==> src/rtl/i2c_regptr_target.sv <==
module i2c_regptr_target #(
  parameter logic [6:0] DEV_ADDR = 7'h68,
  parameter int NREG = 20,
  parameter int AW = $clog2(NREG)
) (
  input  logic          clk,
  input  logic          rst_n,
  input  logic          scl_in,
  input  logic          sda_in,
  output logic          sda_pull,
  output logic [AW-1:0] ptr,
  output logic          wr_en,
  output logic [7:0]    wr_data,
  output logic          rd_en,
  input  logic [7:0]    rd_data,
  output logic          stop_seen
);
  typedef enum logic [2:0] {IDLE, ADDR, AACK, WRX, WACK, TX, MACK, SKIP} st_t;

  st_t        st;
  logic [2:0] scl_q, sda_q, cnt;
  logic [7:0] sr;
  logic       rw, first, inc_pend, mack;

  wire scl_rise = scl_q[1] & ~scl_q[2];
  wire scl_fall = ~scl_q[1] & scl_q[2];
  wire scl_high = scl_q[1] & scl_q[2];
  wire start_c  = scl_high & sda_q[2] & ~sda_q[1];
  wire stop_c   = scl_high & ~sda_q[2] & sda_q[1];
  wire [7:0] byte_in = {sr[6:0], sda_q[1]};

  wire [AW-1:0] ptr_next = (ptr == AW'(NREG - 1)) ? '0 : ptr + 1'b1;
  wire [AW-1:0] ptr_load = (byte_in < 8'(NREG)) ? byte_in[AW-1:0] : '0;

  always_ff @(posedge clk or negedge rst_n) begin
    if (!rst_n) begin
      scl_q     <= '1;
      sda_q     <= '1;
      st        <= IDLE;
      cnt       <= '0;
      sr        <= '0;
      rw        <= 1'b0;
      first     <= 1'b0;
      inc_pend  <= 1'b0;
      mack      <= 1'b0;
      sda_pull  <= 1'b0;
      ptr       <= '0;
      wr_en     <= 1'b0;
      wr_data   <= '0;
      rd_en     <= 1'b0;
      stop_seen <= 1'b0;
    end else begin
      scl_q     <= {scl_q[1:0], scl_in};
      sda_q     <= {sda_q[1:0], sda_in};
      wr_en     <= 1'b0;
      rd_en     <= 1'b0;
      stop_seen <= 1'b0;
      if (stop_c) begin
        st        <= IDLE;
        sda_pull  <= 1'b0;
        stop_seen <= 1'b1;
      end else if (start_c) begin
        st       <= ADDR;
        cnt      <= '0;
        sda_pull <= 1'b0;
        first    <= 1'b1;
      end else begin
        case (st)
          ADDR: if (scl_rise) begin
            sr  <= byte_in;
            cnt <= cnt + 1'b1;
            if (cnt == 3'd7) begin
              if (byte_in[7:1] == DEV_ADDR) begin
                rw <= byte_in[0];
                st <= AACK;
              end else st <= SKIP;
            end
          end
          AACK: if (scl_fall) begin
            if (!sda_pull) sda_pull <= 1'b1;
            else if (rw) begin
              sr       <= rd_data;
              rd_en    <= 1'b1;
              sda_pull <= ~rd_data[7];
              st       <= TX;
            end else begin
              sda_pull <= 1'b0;
              st       <= WRX;
            end
          end
          WRX: if (scl_rise) begin
            sr  <= byte_in;
            cnt <= cnt + 1'b1;
            if (cnt == 3'd7) begin
              if (first) begin
                ptr      <= ptr_load;
                first    <= 1'b0;
                inc_pend <= 1'b0;
              end else begin
                wr_en    <= 1'b1;
                wr_data  <= byte_in;
                inc_pend <= 1'b1;
              end
              st <= WACK;
            end
          end
          WACK: if (scl_fall) begin
            if (!sda_pull) sda_pull <= 1'b1;
            else begin
              sda_pull <= 1'b0;
              st       <= WRX;
            end
          end else if (scl_rise && inc_pend) begin
            ptr      <= ptr_next;
            inc_pend <= 1'b0;
          end
          TX: if (scl_fall) begin
            cnt <= cnt + 1'b1;
            if (cnt == 3'd7) begin
              sda_pull <= 1'b0;
              st       <= MACK;
            end else begin
              sr       <= {sr[6:0], 1'b0};
              sda_pull <= ~sr[6];
            end
          end
          MACK: if (scl_rise) begin
            mack <= ~sda_q[1];
            if (!sda_q[1]) ptr <= ptr_next;
          end else if (scl_fall) begin
            if (mack) begin
              sr       <= rd_data;
              rd_en    <= 1'b1;
              sda_pull <= ~rd_data[7];
              st       <= TX;
            end else st <= SKIP;
          end
          default: ;
        endcase
      end
    end
  end
endmodule

==> config.mk <==
export PLATFORM = sky130hd
export DESIGN_NAME = i2c_regptr_target
export DESIGN_NICKNAME = d
export VERILOG_FILES = /design/src/rtl/i2c_regptr_target.sv
export SDC_FILE = /design/constraint.sdc
export NUM_CORES = 1
export LEC_CHECK = 0
export CAP_MARGIN = 40
export CORE_MARGIN = 2
export CORE_UTILIZATION = 55
export DETAILED_ROUTE_END_ITERATION = 10
export PLACE_DENSITY = 0.79
export SLEW_MARGIN = 5
export SYNTH_ARGS = -nofsm -noshare
export SYNTH_HDL_FRONTEND = slang
export SYNTH_SLANG_ARGS = --single-unit
==> constraint.sdc <==
create_clock -name clk -period 6.6 [get_ports clk]
set_clock_uncertainty 0.2 [all_clocks]
set_input_delay 1.65 -clock clk [delete_from_list [all_inputs] [get_ports clk]]
set_output_delay 1.65 -clock clk [all_outputs]
set_load 0.02 [all_outputs]
After elaboration in Yosys (flattened, before gate mapping). Cells that the tools add are included.

Memories kept: 0. Register bits: 40. Bits in latches: 0. Output and inout port bits: 17. Input bits: 12. Memory bits (writable): 0. ROM bits: 0.

Div/mod/pow operators: 0. Bitwise logic cells: 16. Muxes and demuxes: 80. $mul: 0. Equality and inequality tests: 40. $add $sub $neg: 2. Shifts and indexed selects: 0. Order comparisons: 1. Reductions and logical operators: 21.

Operator list (count): 7-bit 2-to-1 mux (9); 3-bit 2-to-1 mux (19); 4-bit != test (second input constant) (13); 5-bit 2-to-1 mux (9); 1-bit 2-to-1 mux (35); 2-bit != test (second input constant) (15); 7-bit case mux with 4 select lines (1); 3-bit case mux with 6 select lines (1); 5-bit case mux with 3 select lines (1); 7-bit AND reduction (2); 13-bit AND reduction (1); 3-bit == test (second input constant) (4); 12-bit AND reduction (1); 4-bit AND reduction (3); 6-bit AND reduction (2); 10-bit AND reduction (1); 1-bit NOT (9); 8-bit by 5-bit less-than comparator with 1-bit output (second input constant) (1); 2-bit nonzero test (4); 8-bit nonzero test (1); 1-bit AND (7); 7-bit == test (second input constant) (1); 3-bit by 2-bit == test with 1-bit output (second input constant) (2); 3-bit case mux with 2 select lines (1); 15 further kinds (17).

Logic depth before layout (Yosys ltp). Gate-level depths: netlist (run 1).

Depth after elaboration: 7. Gate-level depth with buffers: 8. Mapped depth without buffers: 7.

Least setup slack after synthesis (run 1). No wires, ideal clock.

Path type: input-to-reg. Start point: input port rd_data[1]. End point: register sr[1]. Path slack: 4.139 ns. Setup time: 0.125 ns. Path buffers: 0. Arrival time: 2.136 ns. Data required time: 6.275 ns. Cell stages on the path: 2. Cell sequence: mux2_2 > mux2_2.

Word-level cells in the longest chain between the ends: 4. Elaborated cells between the ends (all ways): 7.

RTL lines: start, declared (line 15) `input logic [7:0] rd_data,`; 7-bit 2-to-1 mux, on equally long branches (line 131, 81); 7-bit 2-to-1 mux, on equally long branches (line 130, 80); 7-bit 2-to-1 mux, on equally long branches (line 127, 79); 7-bit case mux with 4 select lines * (line 68) `case (st)`; end signal, assigned (line 70) `sr <= byte_in;`; end signal, assigned (line 123) `sr <= {sr[6:0], 1'b0};`; end signal, assigned (line 132) `sr <= rd_data;`; end, declared (line 22) `logic [7:0] sr;`.

Mark *: on every way between the ends. The rest lies on a longest branch, timed or not. The select of a mux whose other input is x is not followed. A chain may end at the register's enable or synchronous reset.

Worst setup path after layout (run 1).
Start point: register sda_pull. End point: output port sda_pull.

RTL lines: start, declared (line 10) `output logic sda_pull,`; start signal, assigned (line 84) `sda_pull <= ~rd_data[7];`; start signal, assigned (line 124) `sda_pull <= ~sr[6];`; start signal, assigned (line 134) `sda_pull <= ~rd_data[7];`.

No word-level cell between the ends.

==> results of run 1 <==
==> metrics by stage <==
step	hold WS (ns)	total power [W]
after detailed placement	0.148	0.000852
after CTS	0.160	0.00106
after floorplan	0.145	0.000732
final	0.160	0.00106
after global routing	0.164	0.00113
after global placement	0.147	0.000826
==> area by class of cell <==
type	count	area [um^2]	share of cell area
Tap cell	48	60.1	0.0236
Clock inverter	3	46.3	0.0182
Timing Repair Buffer	29	303	0.119
Multi-Input combinational cell	146	1030	0.403
Clock buffer	5	68.8	0.0270
Inverter	9	33.8	0.0133
Sequential cell	40	1010	0.396
==> registers in the layout, indices dropped and copies added, names as in the netlist <==
| name | flops |
|---|---|
| stop_seen | 1 |
| mack | 1 |
| sda_q | 3 |
| first | 1 |
| scl_q | 3 |
| wr_en | 1 |
| cnt | 3 |
| inc_pend | 1 |
| st | 3 |
| rd_en | 1 |
| ptr | 5 |
| rw | 1 |
| wr_data | 8 |
| sr | 7 |
| sda_pull | 1 |
==> layout by cell type (no fill, tap or decap), drive strengths merged, types with 3 or more instances in the layout <==
cell and count:
dfrtp 34, clkdlybuf4s50 27, mux2 20, a21oi 14, nand2 14, o21ai 13
nor2 12, inv 10, nand3 8, dfstp 6, nand2b 5, clkbuf 5
a211oi 4, o22ai 4, nand3b 4, and2 3, nor3b 3, a221oi 3
ha 3, nor2b 3
==> cell usage after synthesis, types with 5 or more instances <==
cell / n
a21oi_1: 14
dfrtp_1: 34
dfstp_2: 6
inv_1: 8
mux2_2: 20
nand2_1: 14
nand2b_1: 5
nand3_1: 8
nor2_1: 11
o21ai_0: 13
==> final timing paths <==
kind	cells past startpoint	endpoint	start	slack (ns)
worst min register to register	0	scl_q[1]	scl_q[0]	0.16
worst max-delay path	1	sda_pull	sda_pull	3.31
max in group asynchronous	2	scl_q[1]	rst_n	4.59
min in group asynchronous	1	inc_pend	rst_n	1.07
worst min-delay path	0	scl_q[1]	scl_q[0]	0.16
worst max register to register	5	sr[3]	st[0]	3.88
==> power by group through the flow <==
stage	sequential, W	clock (W)	combinational (W)
after floorplan	0.000383	0	0.000349
after global placement	0.000424	0	0.000402
after detailed placement	0.000431	0	0.000421
after CTS	0.000426	0.000209	0.000425
after global routing	0.000445	0.000219	0.000467
final	0.000429	0.000207	0.000424
==> cells by family (layout without fill, tap and decap cells) <==
group                      count (synthesis)  in the layout  share of synthesized area
DFF                                       40             40                      0.477
adders and majority gates                  4              4                     0.0225
buffers and inverters                     17             46                     0.0361
AOI/OAI and AO/OA                         54             54                      0.174
and+or+nand+nor                           65             65                      0.169
muxes                                     22             22                      0.116
xor gates and xnor gates                   1              1                    0.00415
==> per-layer routing <==
| layer | track usage | vias up |
|---|---|---|
| li1 | - | 805 |
| met3 | 0.0477 | 11 |
| met4 | 0.0995 | 0 |
| met1 | 0.312 | 834 |
| met2 | 0.391 | 52 |
| met5 | 0 | - |
==> impl_results.md, run 1 <==
* Status: complete, no violations
* Total I/O pin count at 29
* Pin count of the biggest net entering global routing at 27
* Initial drt markers at 152
* Final Slew Violations at 0
* Total track usage at 0.240
* Crit end category: output port
* Share of post-route cells with drive strength above 1 at 0.181
* Clock group share of total power at 0.195
* RD Place Congestion at 0.886
* Final Hold Vio Count at 0
* Crit path cell chain: clkdlybuf4s50_1
* Internal power consumption at 0.000631 W
* Sw Ratio at 0.405
* Crit start category: register
* Clock Tree Buf Depth at 2
* Synth top area cells: dfrtp_1 40%, mux2_2 11%, dfstp_2 7.5%, a21oi_1 3.3%, o21ai_0 3.1%
* Worst-path clk slew at about 0.09 ns
* Slew HR at 0.486
* Cell Count, Final, Fillers Out at between 200 and 300
* Design Area, Final at 2550 um^2
* Die height at around 66 um
* Met2 routed WL at between 2 and 2.5 mm
* #FFs+latches synth at 40
* CTS tree: done
* Dpl cells at roughly 270
* Layout Nets at 246
* Clock tree root buffer cell: clkbuf_8
* Kind of critical path: reg -> out
* Die area at 4350 um^2
* Std-Cell Rows at 22
* Post-place instance area at 2430 um^2
* Finish-stage setup viols at 0
* Syn nets at 218
* GRT overflow at 0
* Crit path DAT at approximately 1.4 ns
* Yosys top cell by area: dfrtp_1
* Bufs and invs on worst path at 1
* Filler Cells Inserted at 291
* Dpl hpwl at 3.39 mm
* Clk_lat worst skew at 0.30 ns
* # Max-Cap Violations at 0
* CTS Hold Bufs at 0
* Post-synth EDFFs at 0
* Ant diodes at 0
* Data required time of the worst path at 4.75 ns
* Post-CTS Setup Inserts at 0
* Initial Util at 0.573
* Global-route wire length before repair at 7.83 mm
* Count of cell types in the netlist at 51
* Seq pwr share at 0.405
* Slew of the pin with the lowest slew margin at about 0.77 ns
* Synth Flop Type: dfrtp_1
* Drc violations at 0
* RSZ-0062 raised after global routing: no
* Gate Count Post-Synth at around 200
* I/O Buffers at 28
* Clk sinks at 40
* Initial antenna violation count at 0
* Routed Antenna Nets at 0
* Async S/R FF share, synth at 1.00
* Yosys warns at 0
* Util after Layout at 0.691
* Area grow syn2layout at 20.6%
* Top-area cell type share of the netlist area at 0.403
* Dpl ws at between 3 and 4 ns
* Core ar. at 3690 um^2
* P_sw at 0.000429 W
* Vias in the first global route at 1609
* VDD IR max at 0.203 mV
* Setup TNS at 0 ns
* Period minus WS final at 3.29 ns
* Met3 WL at 210 um
* Final critical-path share of the clock period at 0.498
* Die W at 66.0 um
* Worst Hold Class: reg -> reg
* Top Layer Used: met4
* Critical-path cell with the highest stage delay: clkdlybuf4s50_1
* WL met1 at 2.01 mm
* Mapped Area at between 2000 and 2500 um^2
* H-Tree Level Count at 2
* Vias/cell at around 6
* Pleak at 1.07 nW
* Cts bufs inserted at 5
* Fmax at 0.304 GHz
* Register area share after synthesis at 0.477
* WL final at 4.67 mm
* Drt wl/cell at around 17 um
* Avg Cell Area, Syn at about 10 um^2
* Power Density at 416 nW/um^2
* Slowest stage delay, CP at 0.65 ns
* DR pass1 iterations at 4
* Combinational Power Share at 0.400
* Post-cts sizing count at 0
* CP top delay family: buffers and inverters
* CP Max Fanout at 7
* Routed via count at approximately 1700
* Min setup slack post-route at approximately 3.3 ns
Note: power is estimated with default switching activity, not from simulation.
==> inputs of run 2 (changes only) <==
CORE_UTILIZATION = 49   (was 55)
PLACE_DENSITY = 0.74   (was 0.79)
clock period = 2.8 ns   (was 6.6 ns; I/O delays follow)
==> run 2 against run 1 <==
Clock-buffer cell count rose by 1. Hold slack got worse by 0.021 ns. Clock power increased by 82%. Sequential share of layout area increased by 0.20 points. Sequential power grew 130%. Critical path depth up 4. Non-clock buffer count is 2 higher. Cell area is 0.49% lower.
==> impl_results.md, run 2 (synthesis gave the netlist of run 1 again) <==
* Initial Util at 0.517
* Post-CTS Setup Inserts at 0
* Initial drt markers at 130
* Filler Cells Inserted at 344
* Ant diodes at 0
* Post-cts sizing count at 0
* Global-route wire length before repair at 7.38 mm
* Largest register by flop count: wr_data
* H-Tree Level Count at 2
* Final critical-path share of the clock period at 0.884
* Clk_lat worst skew at around 0.30 ns
* Kind of critical path: reg -> reg
* Crit end category: register
* Area of the multi-input gates at 1030 um^2
* # Max-Cap Violations at 0
* Std-Cell Rows at 23
* Worst-path clk slew at 0.08 ns
* Routed Antenna Nets at 0
* Dpl hpwl at a little over 3 mm
* Status: complete, no violations
* Die height at 69.7 um
* Final Hold Vio Count at 0
* Crit path to: sr[2]
* Pleak at 1.07 nW
* Layout Nets at between 200 and 250
* Total track usage at 0.190
* Slew of the pin with the lowest slew margin at 0.645 ns
* Cts bufs inserted at 5
* Reg2reg path depth at 5
* Min setup slack post-route at roughly 0.32 ns
* Max FFs per register at 8
* Drc violations at 0
* Design Area, Final at 2530 um^2
* RD Place Congestion at 0.885
* Area grow syn2layout at 20.0%
* Die area at around 4900 um^2
* CTS tree: done
* Period minus WS final at 2.48 ns
* Data required time of the worst path at around 2.8 ns
* Register Area at 1010 um^2
* Crit start category: register
* Crit Reg-Reg Endpoint: sr[2]
* Vias/cell at 5.82
* Top flop regs: wr_data (8), sr (7), ptr (5)
* Slew HR at 0.570
* Clk sinks at 40
* Dpl ws at 0.311 ns
* RSZ-0062 raised after global routing: no
* Clock Tree Buf Depth at 2
* Final Slew Violations at 0
* CP Max Fanout at 21
* Vias in the first global route at 1558
* Pin count of the biggest net entering global routing at 23
* Share of post-route cells with drive strength above 1 at 0.184
* Worst Hold Class: in -> async
* Routed via count at 1653
* Die W at ~70 um
* Power Density at 937 nW/um^2
* Post-place instance area at 2450 um^2
* Most common cell after layout, fill and taps aside: dfrtp_1
* Fmax at 0.404 GHz
* Critical path origin: st[2]
* Clock tree root buffer cell: clkbuf_8
* I/O Buffers at 28
* Drt wl/cell at 14.9 um
* WL final at 4.24 mm
* VDD IR max at between 0.6 and 0.7 mV
* Register-to-register path setup slack at 0.32 ns
* CTS Hold Bufs at 0
* Initial antenna violation count at 0
* Core ar. at 4090 um^2
* Crit path DAT at about 2.5 ns
* Finish-stage setup viols at 0
* GRT overflow at 0
* Most frequent cells in the layout: 34 x dfrtp_1, 27 x clkdlybuf4s50_1, 20 x mux2_2, 14 x a21oi_1, 14 x nand2_1
* DR pass1 iterations at 4
* Total I/O pin count at 29
* Worst R2R Start: st[2]
* Setup TNS at 0 ns
==> run 2: cell types whose count changed in the layout (fill, tap and decap cells not counted), sizes merged <==
| cell | delta |
|---|---|
| buf | +2 |
| inv | -1 |
| clkbuf | +1 |
| clkinv | +1 |
| bufinv | -1 |
==> run 2: final cells by class <==
cell class | count | share of cell area
clock buffers | 6 | 0.0286
clock inverters | 2 | 0.00494
inverters | 9 | 0.0133
multi-input cells | 146 | 0.405
flip-flops and latches | 40 | 0.398
well taps | 50 | 0.0247
repair buffers | 31 | 0.125
==> run 2: how the worst min path moves through the flow <==
stage | slack [ns] | cells past startpoint | end | from
floorplan | 0.15 | 0 | scl_q[1] | scl_q[0]
global placement | 0.15 | 0 | sda_q[1] | sda_q[0]
detailed placement | 0.15 | 0 | sda_q[1] | sda_q[0]
CTS | 0.15 | 1 | wr_data[7] | rst_n
global route | 0.17 | 1 | wr_data[7] | rst_n
finish | 0.14 | 1 | wr_data[7] | rst_n
==> run 2: worst max-delay path: stages, from the launching register on <==
cell and delay, ns:
dfrtp_1 0.76, inv_1 0.18, a21oi_1 0.18, a211oi_1 0.10
a2111oi_4 0.55, mux2_2 0.40
==> run 2: metrics by stage <==
step	power, W	cells	utilization	hold WS (ns)
after floorplan	0.00172	203	-	0.145
after global placement	0.00198	275	0.593	0.146
after detailed placement	0.00201	276	0.600	0.148
after CTS	0.00239	284	0.620	0.154
after global routing	0.00256	284	0.620	0.166
final	0.00238	284	0.620	0.139
==> run 2: per-layer routing <==
metal	up-vias	wire (um)	share of wire	track usage
met5	-	0	0	0
met4	0	96	0.023	0.0940
met3	9	169	0.040	0.0320
met2	36	1880	0.44	0.286
met1	796	2090	0.49	0.264
li1	812	-	-	-
==> run 2: report_power, final <==
| part | switching [W] | internal (W) |
|---|---|---|
| Combinational | 0.000506 | 0.000507 |
| Sequential | 0.000259 | 0.000728 |
| Clock | 0.000202 | 0.000174 |
| Total | 0.000968 | 0.00141 |
